**src/rtl/qb_pkg.sv**
```systemverilog
package qb_pkg;
    localparam int QB_BURST = 4;

    typedef enum logic [1:0] {
        QB_OP_NONE = 2'd0,
        QB_OP_RD   = 2'd1,
        QB_OP_WR   = 2'd2
    } qb_op_e;
endpackage

```
**src/rtl/qb_slot_arb.sv**
```systemverilog
// Decides, once per device cycle, which port drives the shared address slot.
module qb_slot_arb (
    input  logic clk,
    input  logic rst_n,
    input  logic slot_i,
    input  logic rd_valid_i,
    input  logic wr_valid_i,
    output logic rd_ready_o,
    output logic wr_ready_o,
    output logic rd_acc_o,
    output logic wr_acc_o
);
    typedef struct packed {
        logic rd_hold;
        logic wr_hold;
        logic last_wr;
    } arb_st_t;

    arb_st_t st_q, st_d;
    logic rd_want, wr_want;

    always_comb begin
        st_d    = st_q;
        rd_want = rd_valid_i && !st_q.rd_hold;
        wr_want = wr_valid_i && !st_q.wr_hold;
        // a port yields only when the other one competes and has the turn
        rd_ready_o = slot_i && !st_q.rd_hold && !(wr_want && !st_q.last_wr);
        wr_ready_o = slot_i && !st_q.wr_hold && !(rd_want && st_q.last_wr);
        rd_acc_o   = rd_valid_i && rd_ready_o;
        wr_acc_o   = wr_valid_i && wr_ready_o;
        if (slot_i) begin
            // a burst occupies its port for two device cycles
            st_d.rd_hold = rd_acc_o;
            st_d.wr_hold = wr_acc_o;
            if (rd_acc_o) st_d.last_wr = 1'b0;
            if (wr_acc_o) st_d.last_wr = 1'b1;
        end
    end

    always_ff @(posedge clk) begin
        if (!rst_n) begin
            st_q <= '{rd_hold: 1'b0, wr_hold: 1'b0, last_wr: 1'b1};
        end else begin
            st_q <= st_d;
        end
    end
endmodule

```
**src/rtl/qb_wr_pipe.sv**
```systemverilog
// Tick-indexed staging line: each slot holds the beat due a fixed number of ticks ahead.
module qb_wr_pipe
    import qb_pkg::*;
#(
    parameter int DATA_W       = 18,
    parameter int BYTES        = 2,
    parameter int WR_LAG_TICKS = 2
) (
    input  logic                       clk,
    input  logic                       rst_n,
    input  logic                       load_i,
    input  logic [QB_BURST*DATA_W-1:0] data_i,
    input  logic [QB_BURST*BYTES-1:0]  be_i,
    output logic [DATA_W-1:0]          dev_d_o,
    output logic [BYTES-1:0]           dev_be_o
);
    localparam int LEAD  = WR_LAG_TICKS - 1;
    localparam int DEPTH = LEAD + QB_BURST;

    typedef struct packed {
        logic [DEPTH-1:0][DATA_W-1:0] d;
        logic [DEPTH-1:0][BYTES-1:0]  be;
        logic [DATA_W-1:0]            od;
        logic [BYTES-1:0]             obe;
    } wp_st_t;

    wp_st_t st_q, st_d;

    always_comb begin
        st_d     = st_q;
        st_d.od  = st_q.d[0];
        st_d.obe = st_q.be[0];
        for (int i = 0; i < DEPTH - 1; i++) begin
            st_d.d[i]  = st_q.d[i+1];
            st_d.be[i] = st_q.be[i+1];
        end
        st_d.d[DEPTH-1]  = '0;
        st_d.be[DEPTH-1] = '0;
        if (load_i) begin
            for (int k = 0; k < QB_BURST; k++) begin
                st_d.d[k+LEAD]  = data_i[k*DATA_W +: DATA_W];
                st_d.be[k+LEAD] = be_i[k*BYTES +: BYTES];
            end
        end
    end

    always_ff @(posedge clk) begin
        if (!rst_n) begin
            st_q <= '0;
        end else begin
            st_q <= st_d;
        end
    end

    assign dev_d_o  = st_q.od;
    assign dev_be_o = st_q.obe;
endmodule

```
**src/rtl/qb_rd_ret.sv**
```systemverilog
// Delay line of issued reads; opens a four-tick capture window at the fixed latency.
module qb_rd_ret
    import qb_pkg::*;
#(
    parameter int DATA_W       = 18,
    parameter int RD_LAT_TICKS = 5
) (
    input  logic              clk,
    input  logic              rst_n,
    input  logic              issue_i,
    input  logic [DATA_W-1:0] dev_q_i,
    output logic              rsp_valid_o,
    output logic [DATA_W-1:0] rsp_data_o
);
    localparam int LINE_W = RD_LAT_TICKS + QB_BURST - 1;

    typedef struct packed {
        logic [LINE_W-1:0] line;
        logic              vld;
        logic [DATA_W-1:0] data;
    } rr_st_t;

    rr_st_t st_q, st_d;
    logic   window;

    always_comb begin
        st_d      = st_q;
        window    = |st_q.line[RD_LAT_TICKS-1 +: QB_BURST];
        st_d.line = {st_q.line[LINE_W-2:0], issue_i};
        st_d.vld  = window;
        st_d.data = window ? dev_q_i : '0;
    end

    always_ff @(posedge clk) begin
        if (!rst_n) begin
            st_q <= '0;
        end else begin
            st_q <= st_d;
        end
    end

    assign rsp_valid_o = st_q.vld;
    assign rsp_data_o  = st_q.data;
endmodule

```
**src/rtl/qb_burst_ctrl.sv**
```systemverilog
module qb_burst_ctrl
    import qb_pkg::*;
#(
    parameter int DATA_W       = 18,
    parameter int BYTES        = 2,
    parameter int ADDR_W       = 8,
    parameter int RD_LAT_TICKS = 5,
    parameter int WR_LAG_TICKS = 2
) (
    input  logic                       clk,
    input  logic                       rst_n,
    input  logic                       rd_valid_i,
    output logic                       rd_ready_o,
    input  logic [ADDR_W-1:0]          rd_addr_i,
    input  logic                       wr_valid_i,
    output logic                       wr_ready_o,
    input  logic [ADDR_W-1:0]          wr_addr_i,
    input  logic [QB_BURST*DATA_W-1:0] wr_data_i,
    input  logic [QB_BURST*BYTES-1:0]  wr_be_i,
    output logic                       rsp_valid_o,
    output logic [DATA_W-1:0]          rsp_data_o,
    output logic                       dev_k_o,
    output logic                       dev_rd_o,
    output logic                       dev_wr_o,
    output logic [ADDR_W-1:0]          dev_addr_o,
    output logic [BYTES-1:0]           dev_be_o,
    output logic [DATA_W-1:0]          dev_d_o,
    input  logic [DATA_W-1:0]          dev_q_i
);
    typedef struct packed {
        logic              ph;
        qb_op_e            cmd;
        logic [ADDR_W-1:0] addr;
    } top_st_t;

    top_st_t st_q, st_d;
    logic    rd_acc, wr_acc;

    qb_slot_arb arb_i (
        .clk        (clk),
        .rst_n      (rst_n),
        .slot_i     (st_q.ph),
        .rd_valid_i (rd_valid_i),
        .wr_valid_i (wr_valid_i),
        .rd_ready_o (rd_ready_o),
        .wr_ready_o (wr_ready_o),
        .rd_acc_o   (rd_acc),
        .wr_acc_o   (wr_acc)
    );

    always_comb begin
        st_d     = st_q;
        st_d.ph  = ~st_q.ph;
        st_d.cmd = QB_OP_NONE;
        if (rd_acc) begin
            st_d.cmd  = QB_OP_RD;
            st_d.addr = rd_addr_i;
        end else if (wr_acc) begin
            st_d.cmd  = QB_OP_WR;
            st_d.addr = wr_addr_i;
        end
    end

    always_ff @(posedge clk) begin
        if (!rst_n) begin
            st_q <= '{ph: 1'b0, cmd: QB_OP_NONE, addr: '0};
        end else begin
            st_q <= st_d;
        end
    end

    assign dev_k_o    = ~st_q.ph;
    assign dev_rd_o   = (st_q.cmd == QB_OP_RD);
    assign dev_wr_o   = (st_q.cmd == QB_OP_WR);
    assign dev_addr_o = st_q.addr;

    qb_wr_pipe #(
        .DATA_W       (DATA_W),
        .BYTES        (BYTES),
        .WR_LAG_TICKS (WR_LAG_TICKS)
    ) wpipe_i (
        .clk      (clk),
        .rst_n    (rst_n),
        .load_i   (wr_acc),
        .data_i   (wr_data_i),
        .be_i     (wr_be_i),
        .dev_d_o  (dev_d_o),
        .dev_be_o (dev_be_o)
    );

    qb_rd_ret #(
        .DATA_W       (DATA_W),
        .RD_LAT_TICKS (RD_LAT_TICKS)
    ) rret_i (
        .clk         (clk),
        .rst_n       (rst_n),
        .issue_i     (dev_rd_o),
        .dev_q_i     (dev_q_i),
        .rsp_valid_o (rsp_valid_o),
        .rsp_data_o  (rsp_data_o)
    );
endmodule

```
**config.mk**
```make
export PLATFORM = sky130hd
export DESIGN_NAME = qb_burst_ctrl
export DESIGN_NICKNAME = d
export VERILOG_FILES = /design/src/rtl/qb_pkg.sv /design/src/rtl/qb_slot_arb.sv /design/src/rtl/qb_wr_pipe.sv /design/src/rtl/qb_rd_ret.sv /design/src/rtl/qb_burst_ctrl.sv
export SDC_FILE = /design/constraint.sdc
export NUM_CORES = 1
export LEC_CHECK = 0
export BUFFER_PORTS_ARGS = -buffer_cell sky130_fd_sc_hd__buf_4
export CORE_UTILIZATION = 32
export CTS_BUF_LIST = sky130_fd_sc_hd__clkbuf_4 sky130_fd_sc_hd__clkbuf_8
export CTS_CLUSTER_DIAMETER = 120
export CTS_CLUSTER_SIZE = 10
export DETAILED_ROUTE_END_ITERATION = 16
export PLACE_DENSITY = 0.6
export SETUP_SLACK_MARGIN = 0.2
export SLEW_MARGIN = 20
export SYNTH_ARGS = -nofsm -noshare
export SYNTH_HDL_FRONTEND = slang
export SYNTH_SLANG_ARGS = --single-unit
export TNS_END_PERCENT = 100
```
**constraint.sdc**
```tcl
create_clock -name clk -period 3.95 [get_ports clk]
set_clock_uncertainty 0.2 [all_clocks]
set_input_delay 0.79 -clock clk [delete_from_list [all_inputs] [get_ports clk]]
set_output_delay 0.79 -clock clk [all_outputs]
set_load 0.02 [all_outputs]
```
==> results.ini <==
[cells_and_area]
seq_area_mm2=0.00322
postLayoutCoreUtil_pct=41.3
syn_to_final_growth_pct=24.4
nets=794
fin_cells=914
antennaDiodeCount=0
drive_above_1_share_pct=31.9
multiInputGateArea_mm2=0.00199
fillers=1730

[clock_network]
tritoncts=built
path_clk_slew_ns=0.09
cts-root-buf=clkbuf_8
cts_buffer_depth=2
post_cts_resize_count=0
postCtsHoldBufs=0
cts_buffers=17
htreeDepth=4
cts_setup_buffers=0
clk_latency_ns=0.44
cts.sinks=161

[sta]
hold_violations=0
fin_crit_ns=2.59
grt_setup_unrepaired=false
final-setup-viol-count=0
fmax_mhz=387
tightest_slew_ns=0.987
finalSetupTns_ns=0
maxSlewHeadroom_pct=34.0
hold_ws_ns=0.234
timing.final.crit_share_pct=65.5
maxSlewViolCount=0

[synth]
ys.warnings.count=0
syn-num-nets=691
synth_seq_area_share_pct=55.6
syn_inst=573
synthesis.area_mm2=0.00580
ys_seq_elements=161
synth.distinct_cells=26
syn_area_per_cell_um2=10.1

[outcome]
status=finished, final reports clean

[setup_path]
endpoint_kind=primary output
startpoint=wr_valid_i
path_cells=buf_4, nor3b_2, nor3_1, buf_4
slowest_delay_ns=0.45
cp_top_family=simple AND/OR/NAND/NOR gates
critPathSlowestCell=nor3b_2
path_max_fanout=10
crit_path_frequent_cell=buf_4
required_ns=2.96
timing.rr.start=st_q[10]$_SDFF_PN0_
cp.arrival_ns=1.60
crit_type=input port to primary output
start_kind=input port
path_buf_inv=2

[routing]
drc=0
first_iter_violations=288
wl_um=13200
viasPerCell=4.53
wl_per_cell_um=14.4
final_antenna_net_count=0
first_pass_iters=4
vias=4142

[power]
p_per_area_mw_per_mm2=435
irDropWorstVdd_mv=0.224
leakage_nw=3.01

[placed_design]
port_buffers=169
place.gp.congestion=0.758
post-dp-hpwl_um=9130
placedCellCount=882

[die]
die_x_um=137
core_mm2=0.0175
boundaryPins=170
dieArea_mm2=0.0187
dieHeight_um=137
start_util_pct=33.2
row_count=48

[global_routing]
antenna_found_initial=0
track_usage_pct=14.4
first_global_vias=4110
grt_pass1_wl_um=20700
grt_max_degree=63
grt-ovfl-total=0

[flow_run]
drv_cap=0

[hold_path]
hold_class=flip-flop to flip-flop
worstHoldStart=wpipe_i.st_d[36]$_SDFF_PN0_

Yosys cell counts, drive strengths merged:
master | n | area share, %
dfxtp | 161 | 56
and2 | 87 | 9.4
a21boi | 69 | 8.9
buf | 63 | 8.2
nand3 | 61 | 5.3
o21ai | 60 | 5.2
clkbuf | 28 | 1.8
and3 | 9 | 0.97
o311a | 8 | 1.4
or3 | 8 | 1.0
nor2b | 4 | 0.43
nand2 | 3 | 0.19
nand3b | 3 | 0.39
and3b | 2 | 0.37
nor3 | 2 | 0.17
inv | 1 | 0.065
nor2 | 1 | 0.11
nor3b | 1 | 0.22
o21a | 1 | 0.13
o41a | 1 | 0.19
registers in the layout (all words and copies together), names as in the netlist:
signal	cells
wpipe_i.dev_be_o	2
st_q	3
rret_i.st_q	1
dev_addr_o	8
rret_i.st_d	7
wpipe_i.st_d	40
rret_i.rsp_data_o	18
arb_i.st_q	3
rret_i.rsp_valid_o	1
wpipe_i.st_q	60
wpipe_i.dev_d_o	18
logic make-up (layout without fill, tap and decap cells):
kind of cell / Yosys count / in the layout / share of synthesized area, %
buffers and inverters: 92 / 208 / 10.1
AO/OA/AOI/OAI: 139 / 139 / 15.8
flip-flops: 161 / 161 / 55.6
AND/OR/NAND/NOR: 181 / 181 / 18.6
per-stage QoR:
stage / instance area (um^2) / setup WS, ns / total power [mW]
6_report: 7210 / 1.36 / 3.14
5_1_grt: 7210 / 1.27 / 3.29
4_1_cts: 7210 / 1.37 / 3.19
3_5_place_dp: 6820 / 1.24 / 1.99
3_3_place_gp: 6820 / 1.35 / 1.98
2_1_floorplan: 5800 / 1.27 / 1.86
where the power goes:
group	internal [mW]	leakage (nW)	switching, mW	total, mW
Clock	0.577	0.191	0.612	1.19
Combinational	0.136	1.51	0.139	0.275
Sequential	1.66	1.30	0.0138	1.67
layout make-up:
class	instances	share of cell area, %
clock buffers	18	3.35
clock inverters	14	2.15
inverters	1	0.0520
multi-input cells	320	27.6
flip-flops and latches	161	44.7
well taps	225	3.90
repair buffers	175	18.2
routing by layer:
layer  part of all wire (%)  track usage, %  wire length (um)
met5                      0               0                 0
met4                   0.50            3.95                66
met3                    5.9            4.41               780
met2                     45            21.8              5990
met1                     48            19.7              6330
placed cells by master (no fill, tap or decap):
cell type	count
o21ai_0	60
o311a_1	8
buf_4	175
clkinv_4	2
and3b_2	1
and3b_4	1
o21a_1	1
clkinvlp_4	4
inv_1	1
and2_1	86
clkbuf_8	17
inv_6	3
a21boi_0	63
and2_2	1
nor3b_2	1
a21boi_1	6
nor2b_1	4
clkinv_2	2
dfxtp_1	161
nor3_1	2
nand2_1	3
nand3_1	61
bufinv_16	2
clkbuf_4	1
or3_2	8
and3_1	9
nor2_2	1
nand3b_1	3
o41a_1	1
inv_8	1
final timing paths:
path / end / slack [ns] / cells after the start
hold / removal: wpipe_i.st_d[8]$_SDFF_PN0_ / 0.23 / 1
setup reg to reg: wpipe_i.st_q[67]$_SDFF_PN0_ / 1.64 / 4
setup / recovery: rd_ready_o / 1.36 / 4
hold reg to reg: wpipe_i.st_d[8]$_SDFF_PN0_ / 0.23 / 1
No activity file was read; power rests on OpenSTA's default activity.
